--- config.mk ---
export PLATFORM = sky130hd
export DESIGN_NAME = gpio_irq_unit
export DESIGN_NICKNAME = d
export VERILOG_FILES = /design/src/rtl/gpio_irq_pkg.sv /design/src/rtl/gpio_irq_sync.sv /design/src/rtl/gpio_irq_regs.sv /design/src/rtl/gpio_irq_detect.sv /design/src/rtl/gpio_irq_unit.sv
export SDC_FILE = /design/constraint.sdc
export NUM_CORES = 1
export LEC_CHECK = 0
export ABC_AREA = 1
export BUFFER_PORTS_ARGS = -buffer_cell sky130_fd_sc_hd__buf_2
export CORE_MARGIN = 4
export CORE_UTILIZATION = 32
export CTS_CLUSTER_DIAMETER = 200
export DETAILED_ROUTE_END_ITERATION = 7
export SYNTH_ARGS = -nofsm -noshare
export SYNTH_HDL_FRONTEND = slang
export SYNTH_SLANG_ARGS = --single-unit
--- constraint.sdc ---
create_clock -name clk_i -period 1.9 [get_ports clk_i]
set_clock_uncertainty 0.2 [all_clocks]
set_input_delay 0.38 -clock clk_i [delete_from_list [all_inputs] [get_ports clk_i]]
set_output_delay 0.38 -clock clk_i [all_outputs]
set_load 0.02 [all_outputs]
--- src/rtl/gpio_irq_pkg.sv ---
`timescale 1ns/1ps
package gpio_irq_pkg;
  localparam int unsigned NCFG = 6;

  // word index = byte offset >> 1
  localparam logic [4:0] W_STAT_LO = 5'h04, W_STAT_HI = 5'h05;
  localparam logic [4:0] W_EN_LO   = 5'h06, W_EN_HI   = 5'h07;
  localparam logic [4:0] W_TYP_LO  = 5'h08, W_TYP_HI  = 5'h09;
  localparam logic [4:0] W_LVL_LO  = 5'h0A, W_LVL_HI  = 5'h0B;
  localparam logic [4:0] W_HOLD_LO = 5'h0C, W_HOLD_HI = 5'h0D;
  localparam logic [4:0] W_FALL_LO = 5'h10, W_FALL_HI = 5'h11;
  localparam logic [4:0] W_RISE_LO = 5'h12, W_RISE_HI = 5'h13;

  // config fields start at FLD_EN; order defines storage layout
  typedef enum logic [2:0] {
    FLD_NONE, FLD_STAT, FLD_EN, FLD_TYP, FLD_LVL, FLD_HOLD, FLD_FALL, FLD_RISE
  } fld_e;

  typedef struct packed {
    fld_e fld;
    logic hi;
  } sel_t;

  function automatic sel_t decode(input logic [4:0] w);
    sel_t s;
    s.hi = w[0];
    unique case ({w[4:1], 1'b0})
      W_STAT_LO: s.fld = FLD_STAT;
      W_EN_LO:   s.fld = FLD_EN;
      W_TYP_LO:  s.fld = FLD_TYP;
      W_LVL_LO:  s.fld = FLD_LVL;
      W_HOLD_LO: s.fld = FLD_HOLD;
      W_FALL_LO: s.fld = FLD_FALL;
      W_RISE_LO: s.fld = FLD_RISE;
      default:   s.fld = FLD_NONE;
    endcase
    return s;
  endfunction
endpackage

--- src/rtl/gpio_irq_sync.sv ---
`timescale 1ns/1ps
module gpio_irq_sync #(
  parameter int unsigned W      = 32,
  parameter int unsigned STAGES = 2
) (
  input  logic         clk_i,
  input  logic         rst_ni,
  input  logic [W-1:0] d_i,
  output logic [W-1:0] s_o,
  output logic [W-1:0] p_o
);
  logic [W-1:0] st_q [STAGES];
  logic [W-1:0] p_q;

  always_ff @(posedge clk_i or negedge rst_ni) begin
    if (!rst_ni) begin
      for (int k = 0; k < STAGES; k++) st_q[k] <= '0;
      p_q <= '0;
    end else begin
      st_q[0] <= d_i;
      for (int k = 1; k < STAGES; k++) st_q[k] <= st_q[k-1];
      p_q <= st_q[STAGES-1];
    end
  end

  assign s_o = st_q[STAGES-1];
  assign p_o = p_q;
endmodule

--- src/rtl/gpio_irq_regs.sv ---
`timescale 1ns/1ps
module gpio_irq_regs
  import gpio_irq_pkg::*;
#(
  parameter int unsigned DW = 16
) (
  input  logic            clk_i,
  input  logic            rst_ni,
  input  logic            we_i,
  input  logic [4:0]      waddr_i,
  input  logic [DW-1:0]   wdata_i,
  input  logic [2*DW-1:0] stat_i,
  output logic [DW-1:0]   rdata_o,
  output logic [2*DW-1:0] en_o,
  output logic [2*DW-1:0] typ_o,
  output logic [2*DW-1:0] lvl_o,
  output logic [2*DW-1:0] hold_o,
  output logic [2*DW-1:0] fall_o,
  output logic [2*DW-1:0] rise_o,
  output logic [2*DW-1:0] clr_o
);
  localparam int unsigned NPIN   = 2 * DW;
  localparam int unsigned WIDX_W = $clog2(2 * NCFG);

  sel_t                 sel;
  logic [NCFG*NPIN-1:0] cfg_flat;
  logic [WIDX_W-1:0]    widx;

  assign sel = decode(waddr_i);

  for (genvar f = 0; f < NCFG; f++) begin : g_fld
    for (genvar h = 0; h < 2; h++) begin : g_half
      logic [DW-1:0] q;
      always_ff @(posedge clk_i or negedge rst_ni) begin
        if (!rst_ni) q <= '0;
        else if (we_i && sel.fld == fld_e'(3'(f + 2)) && sel.hi == 1'(h)) q <= wdata_i;
      end
      assign cfg_flat[(f*2+h)*DW +: DW] = q;
    end
  end

  assign en_o   = cfg_flat[0*NPIN +: NPIN];
  assign typ_o  = cfg_flat[1*NPIN +: NPIN];
  assign lvl_o  = cfg_flat[2*NPIN +: NPIN];
  assign hold_o = cfg_flat[3*NPIN +: NPIN];
  assign fall_o = cfg_flat[4*NPIN +: NPIN];
  assign rise_o = cfg_flat[5*NPIN +: NPIN];

  always_comb begin
    clr_o = '0;
    if (we_i && sel.fld == FLD_STAT) begin
      if (sel.hi) clr_o[NPIN-1:DW] = wdata_i;
      else        clr_o[DW-1:0]    = wdata_i;
    end
  end

  always_comb begin
    widx = {sel.fld - 3'd2, sel.hi};
    unique case (sel.fld)
      FLD_NONE: rdata_o = '0;
      FLD_STAT: rdata_o = sel.hi ? stat_i[NPIN-1:DW] : stat_i[DW-1:0];
      default:  rdata_o = cfg_flat[widx*DW +: DW];
    endcase
  end
endmodule

--- src/rtl/gpio_irq_detect.sv ---
`timescale 1ns/1ps
module gpio_irq_detect #(
  parameter int unsigned N = 32
) (
  input  logic         clk_i,
  input  logic         rst_ni,
  input  logic [N-1:0] s_i,
  input  logic [N-1:0] p_i,
  input  logic [N-1:0] typ_i,
  input  logic [N-1:0] lvl_i,
  input  logic [N-1:0] hold_i,
  input  logic [N-1:0] fall_i,
  input  logic [N-1:0] rise_i,
  input  logic [N-1:0] clr_i,
  output logic [N-1:0] stat_o
);
  for (genvar i = 0; i < N; i++) begin : g_pin
    logic rise_d, fall_d, edge_hit, lvl_hit, cond, q;

    always_comb begin
      rise_d   = s_i[i] & ~p_i[i];
      fall_d   = ~s_i[i] & p_i[i];
      edge_hit = (rise_d & rise_i[i]) | (fall_d & fall_i[i]);
      lvl_hit  = lvl_i[i] ? s_i[i] : ~s_i[i];
      cond     = typ_i[i] ? edge_hit : lvl_hit;
    end

    // new event beats a same-cycle clear
    always_ff @(posedge clk_i or negedge rst_ni) begin
      if (!rst_ni)        q <= 1'b0;
      else if (hold_i[i]) q <= cond | (q & ~clr_i[i]);
      else                q <= cond;
    end

    assign stat_o[i] = q;
  end
endmodule

--- src/rtl/gpio_irq_unit.sv ---
`timescale 1ns/1ps
module gpio_irq_unit #(
  parameter int unsigned DW          = 16,
  parameter int unsigned SYNC_STAGES = 2
) (
  input  logic            clk_i,
  input  logic            rst_ni,
  input  logic [2*DW-1:0] pin_i,
  input  logic            reg_we_i,
  input  logic [5:1]      reg_addr_i,
  input  logic [DW-1:0]   reg_wdata_i,
  output logic [DW-1:0]   reg_rdata_o,
  output logic            irq_o
);
  localparam int unsigned NPIN = 2 * DW;

  logic [NPIN-1:0] s_w, p_w, stat_w, clr_w;
  logic [NPIN-1:0] en_w, typ_w, lvl_w, hold_w, fall_w, rise_w;

  gpio_irq_sync #(.W(NPIN), .STAGES(SYNC_STAGES)) u_sync (
    .clk_i (clk_i),
    .rst_ni(rst_ni),
    .d_i   (pin_i),
    .s_o   (s_w),
    .p_o   (p_w)
  );

  gpio_irq_regs #(.DW(DW)) u_regs (
    .clk_i  (clk_i),
    .rst_ni (rst_ni),
    .we_i   (reg_we_i),
    .waddr_i(reg_addr_i),
    .wdata_i(reg_wdata_i),
    .stat_i (stat_w),
    .rdata_o(reg_rdata_o),
    .en_o   (en_w),
    .typ_o  (typ_w),
    .lvl_o  (lvl_w),
    .hold_o (hold_w),
    .fall_o (fall_w),
    .rise_o (rise_w),
    .clr_o  (clr_w)
  );

  gpio_irq_detect #(.N(NPIN)) u_det (
    .clk_i (clk_i),
    .rst_ni(rst_ni),
    .s_i   (s_w),
    .p_i   (p_w),
    .typ_i (typ_w),
    .lvl_i (lvl_w),
    .hold_i(hold_w),
    .fall_i(fall_w),
    .rise_i(rise_w),
    .clr_i (clr_w),
    .stat_o(stat_w)
  );

  assign irq_o = |(stat_w & en_w);
endmodule

## Word-level counts from Yosys, hierarchy flattened

Cells that the tools add are included.

- Bits in registers: 320
- Output and inout port bits: 17
- RAM bits: 0
- Memory bits (read-only): 0
- Memories kept: 0
- Latch bits: 0
- Bits of input ports: 56
- Logic and storage cells: 508

- Equality and inequality tests: 14
- Bitwise operators: 322
- Multipliers: 0
- Add/subtract/negate cells: 1
- Divide/modulo/power cells: 0
- Shifts and indexed selects: 1
- Magnitude comparators: 0
- Reductions and logical operators: 21
- Mux-type cells: 102

Operator list:

| cell | number |
|---|---|
| indexed part select 192 x 9 -> 16 bit | 1 |
| bitwise AND 1 bit | 160 |
| inverter 1 bit | 97 |
| 2-to-1 mux 1 bit | 96 |
| OR 1 bit | 64 |
| 2-to-1 mux 16 bit | 3 |
| bitwise AND 32 bit | 1 |
| 2-to-1 mux 32 bit | 1 |
| case mux 16 bit (2 select lines) | 1 |
| OR reduction 32 bit | 1 |
| case mux 3 bit (7 select lines) | 1 |
| logical AND 1 bit | 19 |
| == test 3 bit, second input constant | 4 |
| == test 4 x 3 -> 1 bit, second input constant | 3 |
| == test 4 x 2 -> 1 bit, second input constant | 2 |
| == test 4 bit, second input constant | 2 |
| == test 3 x 2 -> 1 bit, second input constant | 2 |
| == test 3 x 1 -> 1 bit, second input constant | 1 |
| logical NOT 3 bit | 1 |
| subtractor 3 x 2 -> 3 bit, second input constant | 1 |

## Logic depth before layout (Yosys ltp)

- Word-level depth: 9
- Mapped depth: 12
- Depth with buffers taken out: 10

## Hierarchy

From an unflattened synthesis, not the netlist that was laid out.

- Cell total of the unflattened synthesis: 2,003
- Area total of the unflattened synthesis: 15,383.5 µm²

By module, submodules not included:

| module | sequential area each (µm²) | instances | cells an instance | area an instance (µm²) |
|---|---|---|---|---|
| gpio_irq_regs | 4,804.6 | 1 | 1,332 | 9,581.7 |
| gpio_irq_detect | 800.8 | 1 | 480 | 2,922.8 |
| gpio_irq_sync | 2,402.3 | 1 | 128 | 2,642.5 |
| gpio_irq_unit | 0.0 | 1 | 63 | 236.5 |

## Least setup slack after synthesis

OpenSTA, ideal clock, no wires.

- Kind: input-to-output
- Start point: input reg_addr_i[3] in the netlist's numbering
- End point: output reg_rdata_o[14]
- Data arrival time: 1.417 ns
- Stages on the path: 12
- Buffers on the path: 3
- Required time: 1.320 ns
- Setup slack: -0.097 ns
- Cells stage by stage: buf_6 -> nor2_4 -> nand2_1 -> nand2_2 -> buf_6 -> buf_6 -> nand3_1 -> nand2_1 -> nand2_1 -> nand2_1 -> nand2_1 -> nand3_1

- Longest elaborated chain between the ends: 5

Ends and longest elaborated chain:

| element | RTL line | RTL |
|---|---|---|
| from (decl) | gpio_irq_unit.sv:10 | `input logic [5:1] reg_addr_i,` |
| == test 4 bit (tied with other cells) | gpio_irq_pkg.sv:27 | `unique case ({w[4:1], 1'b0})` |
| case mux 3 bit (7 select lines) (*) | gpio_irq_pkg.sv:27 |  |
| subtractor 3 x 2 -> 3 bit | gpio_irq_regs.sv:58 | `widx = {sel.fld - 3'd2, sel.hi};` |
| indexed part select 192 x 9 -> 16 bit | gpio_irq_regs.sv:62 | `default: rdata_o = cfg_flat[widx*DW +: DW];` |
| case mux 16 bit (2 select lines) (*) | gpio_irq_regs.sv:59 | `unique case (sel.fld)` |
| to (decl) | gpio_irq_unit.sv:12 | `output logic [DW-1:0] reg_rdata_o,` |

Every way passes the cells marked *; elsewhere a longest branch is shown, timed or not.

## Worst setup path in the final report

- Start point: register u_det.g_pin[20].q
- End point: output irq_o

- Longest elaborated chain between the ends: 2

Ends and longest elaborated chain:

| element | RTL line | RTL |
|---|---|---|
| from (decl) | gpio_irq_detect.sv:18 | `logic rise_d, fall_d, edge_hit, lvl_hit, cond, q;` |
| from (signal assigned) | gpio_irq_detect.sv:31 | `else if (hold_i[i]) q <= cond \| (q & ~clr_i[i]);` |
| from (signal assigned) | gpio_irq_detect.sv:32 | `else q <= cond;` |
| bitwise AND 32 bit | gpio_irq_unit.sv:59 | `assign irq_o = \|(stat_w & en_w);` |
| OR reduction 32 bit | gpio_irq_unit.sv:59 |  |
| to (decl) | gpio_irq_unit.sv:13 | `output logic irq_o` |

No other way between the ends.

==> impl_metrics.yaml <==
worst_setup_path:
  crit_path_start_kind: "register"
  crit_family: "simple AND/OR/NAND/NOR gates"
  cp_common_cell: "nor2_1"
  path_cells: "a22o_1, nor2_1, nand4_1, nor2_1, nand2_2, buf_6"
  worstReg2RegStart: "u_sync.s_o[21]"
  startpoint: "u_det.g_pin[20].q"
  cp.arrival_ns: 1.90
  rr_worst_depth: 5
  setup.worst_path.end_class: "output port"
  cp.required_ns: 1.32
  reg2reg_slack_ns: 0.70
  reg2reg_to: "u_det.g_pin[21].q"
  crit_fanout: 2
  cpPeakStageDelay_ns: 0.42
  cp-endpoint: "irq_o"
  cp.depth: 6
  crit_type: "register to output port"
  cp_slowest_cell: "dfrtp_1"
  cp_num_buf_inv: 1
floorplanning:
  dieArea_um2: 49100
  num_io_pins: 73
  start_util: 0.327
  die_width_um: 222
  rows: 77
  die_h_um: 222
  coreArea_um2: 44600
status:
  status: "complete, but fails checks"
  violations: "setup timing"
timing:
  finalCriticalPeriod_ns: 2.48
  slew_headroom: 0.686
  timing.final.max_slew_violations: 0
  worst_slack_ns: -0.578
  tightest_slew_ns: 0.470
  finalSetupViolCount: 17
  final.period_utilization: 1.30
  hold_viol_final: 0
  fmax_mhz: 404
  rsz0062_at_grt: "yes"
global_route:
  grt_usage: 0.179
  grt_pass1_vias: 12500
  antenna_found_initial: 1
  grt_pass1_wl_mm: 70.9
  grt_max_degree: 72
  grt.busiest_layer: "met2"
  gr-usage-met3: 0.0332
  grt.overflow.total: 0
  met1_usage: 0.260
  grt_use_met2: 0.275
routing:
  drt_iter0_markers: 1263
  num_vias: 12900
  ant_nets: 0
  drc: 0
  viasPerCell: 4.98
  drtPass1Iterations: 5
  wl_mm: 45.2
  wl_per_cell_um: 17.5
yosys:
  yosysTopAreaCellShare: 0.549
  synth_fp_nets: 1830
  synth_seq_area_share: 0.549
  ys_ff_latch: 320
  postSynthAreaPerCell_um2: 8.22
  ys_warn_count: 0
  synthTopCellsByArea: "dfrtp_1 55%, nand2_1 17%, o21ai_0 7.3%"
  yosysTopAreaCell: "dfrtp_1"
  ys_types: 29
  synthCells: 1774
  netlist_area_um2: 14600
worst_hold_path:
  hold_class: "primary input to register"
  min_from: "reg_wdata_i[8]"
clock_tree:
  clock-sinks: 320
  insertion_delay_ns: 0.53
  numCtsBuffers: 37
  path_clk_slew_ns: 0.06
  cts_tree: "done"
  htree_levels: 2
  max-clock-path-buffers: 3
  clock_tree.root_cell: "clkbuf_16"
cells_and_area:
  diodes: 0
  drive_above_1_share: 0.187
  finalNetCount: 2023
  utilization: 0.425
  syn_to_final_growth_pct: 30.0
  final_common_cell: "nand2_1"
  layout_common_cells: "611 x nand2_1, 320 x dfrtp_1, 192 x o21ai_0, 146 x nand3_1"
pwr:
  pwr-share-seq: 0.447
  leakage_nw: 9.11
  p_int_mw: 13.9
  combPwrFrac: 0.203
  swShare: 0.298
  p_switching_mw: 5.88
  cellPowerDensity_nw_per_um2: 1040
  irDropWorstVdd_mv: 0.679
  p_clk_frac: 0.350
  power_mw: 19.8
placed_design:
  dpl.hpwl_mm: 28.8
  io_buffers: 72
  gp_congestion: 0.847
flow_run:
  drv_cap: 0
[state kept, by name, indices dropped and copies added, names as in the netlist]
signal                 flops
u_det.g_pin.q             32
u_sync.st_q               32
u_regs.g_fld.g_half.q    192
u_sync.p_o                32
u_sync.s_o                32
[Yosys cell counts (all sizes together)]
| master | number |
|---|---|
| nand2 | 665 |
| dfrtp | 320 |
| o21ai | 261 |
| nand3 | 171 |
| inv | 98 |
| buf | 64 |
| nor2 | 54 |
| clkbuf | 42 |
| a21oi | 25 |
| xor2 | 18 |
| o221ai | 16 |
| a21boi | 13 |
| a32o | 10 |
| a22o | 6 |
| nand4 | 4 |
| o22ai | 4 |
| o211ai | 2 |
| nor3 | 1 |
[worst reg2reg max path: stages (launching register included)]
cell and delay (ns):
dfrtp_1 0.44, inv_1 0.08, nor2_1 0.09, nand2_1 0.06, a32o_1 0.23, nand2_1 0.05
[power by group through the flow]
stage	Combinational [mW]	Sequential, mW	Clock [mW]
3_5_place_dp	3.37	8.95	0
4_1_cts	3.83	8.82	7.13
2_1_floorplan	2.18	8.68	0
5_1_grt	4.53	8.98	7.44
6_report	4.02	8.83	6.92
3_3_place_gp	3.30	8.92	0
[cell families (layout without fill, tap and decap cells)]
group,after synthesis,in the layout,share of synthesized area
simple gates,895,896,0.250
xor+xnor,18,18,0.0108
flops,320,320,0.549
compound gates,337,337,0.128
buf+inv,204,417,0.0623
[per-stage QoR]
step	setup TNS, ns	cells	setup slack [ns]	area [um^2]	hold WS [ns]
floorplan	-0.468	1774	-0.0469	14700	-0.116
global placement	-17.33	2436	-0.420	16400	0.0249
detailed placement	-20.09	2436	-0.445	16400	0.0273
CTS	-6.72	2567	-0.614	18600	0.00228
global route	-8.80	2580	-0.632	19000	0.0340
finish	-7.30	2580	-0.578	19000	0.0154
[worst min-delay path by stage]
stage                   endpoint  slack [ns]  cells after the start
2_1_floorplan   u_det.g_pin[0].q       -0.12                      0
3_3_place_gp     u_sync.st_q[41]        0.02                      1
3_5_place_dp     u_sync.st_q[42]        0.03                      1
4_1_cts        u_det.g_pin[19].q       0.002                      4
5_1_grt         u_det.g_pin[2].q        0.03                      4
6_report       u_det.g_pin[24].q        0.02                      4
[per-layer routing]
layer	share of wire	up-vias
li1	-	6174
met1	0.46	6205
met2	0.45	400
met3	0.065	79
met4	0.028	2
met5	0.00029	-
[area by class of cell]
class,instances,area [um^2]
inverter,98,373
timing repair buffer,259,2640
fill,4348,25600
clock buffer,47,1000
sequential,320,8010
tap,592,741
multi-input combinational,1251,6060
clock inverter,13,149
[repair_timing]
item,CTS,global route
hold buffers,41,0
gates cloned,5,4
gates resized for setup,128,47
pin swaps,37,30
endpoints found under the setup margin,17,17
hold endpoints to repair,361,0
buffers inserted,26,10
No activity file was read; power rests on OpenSTA's default activity.
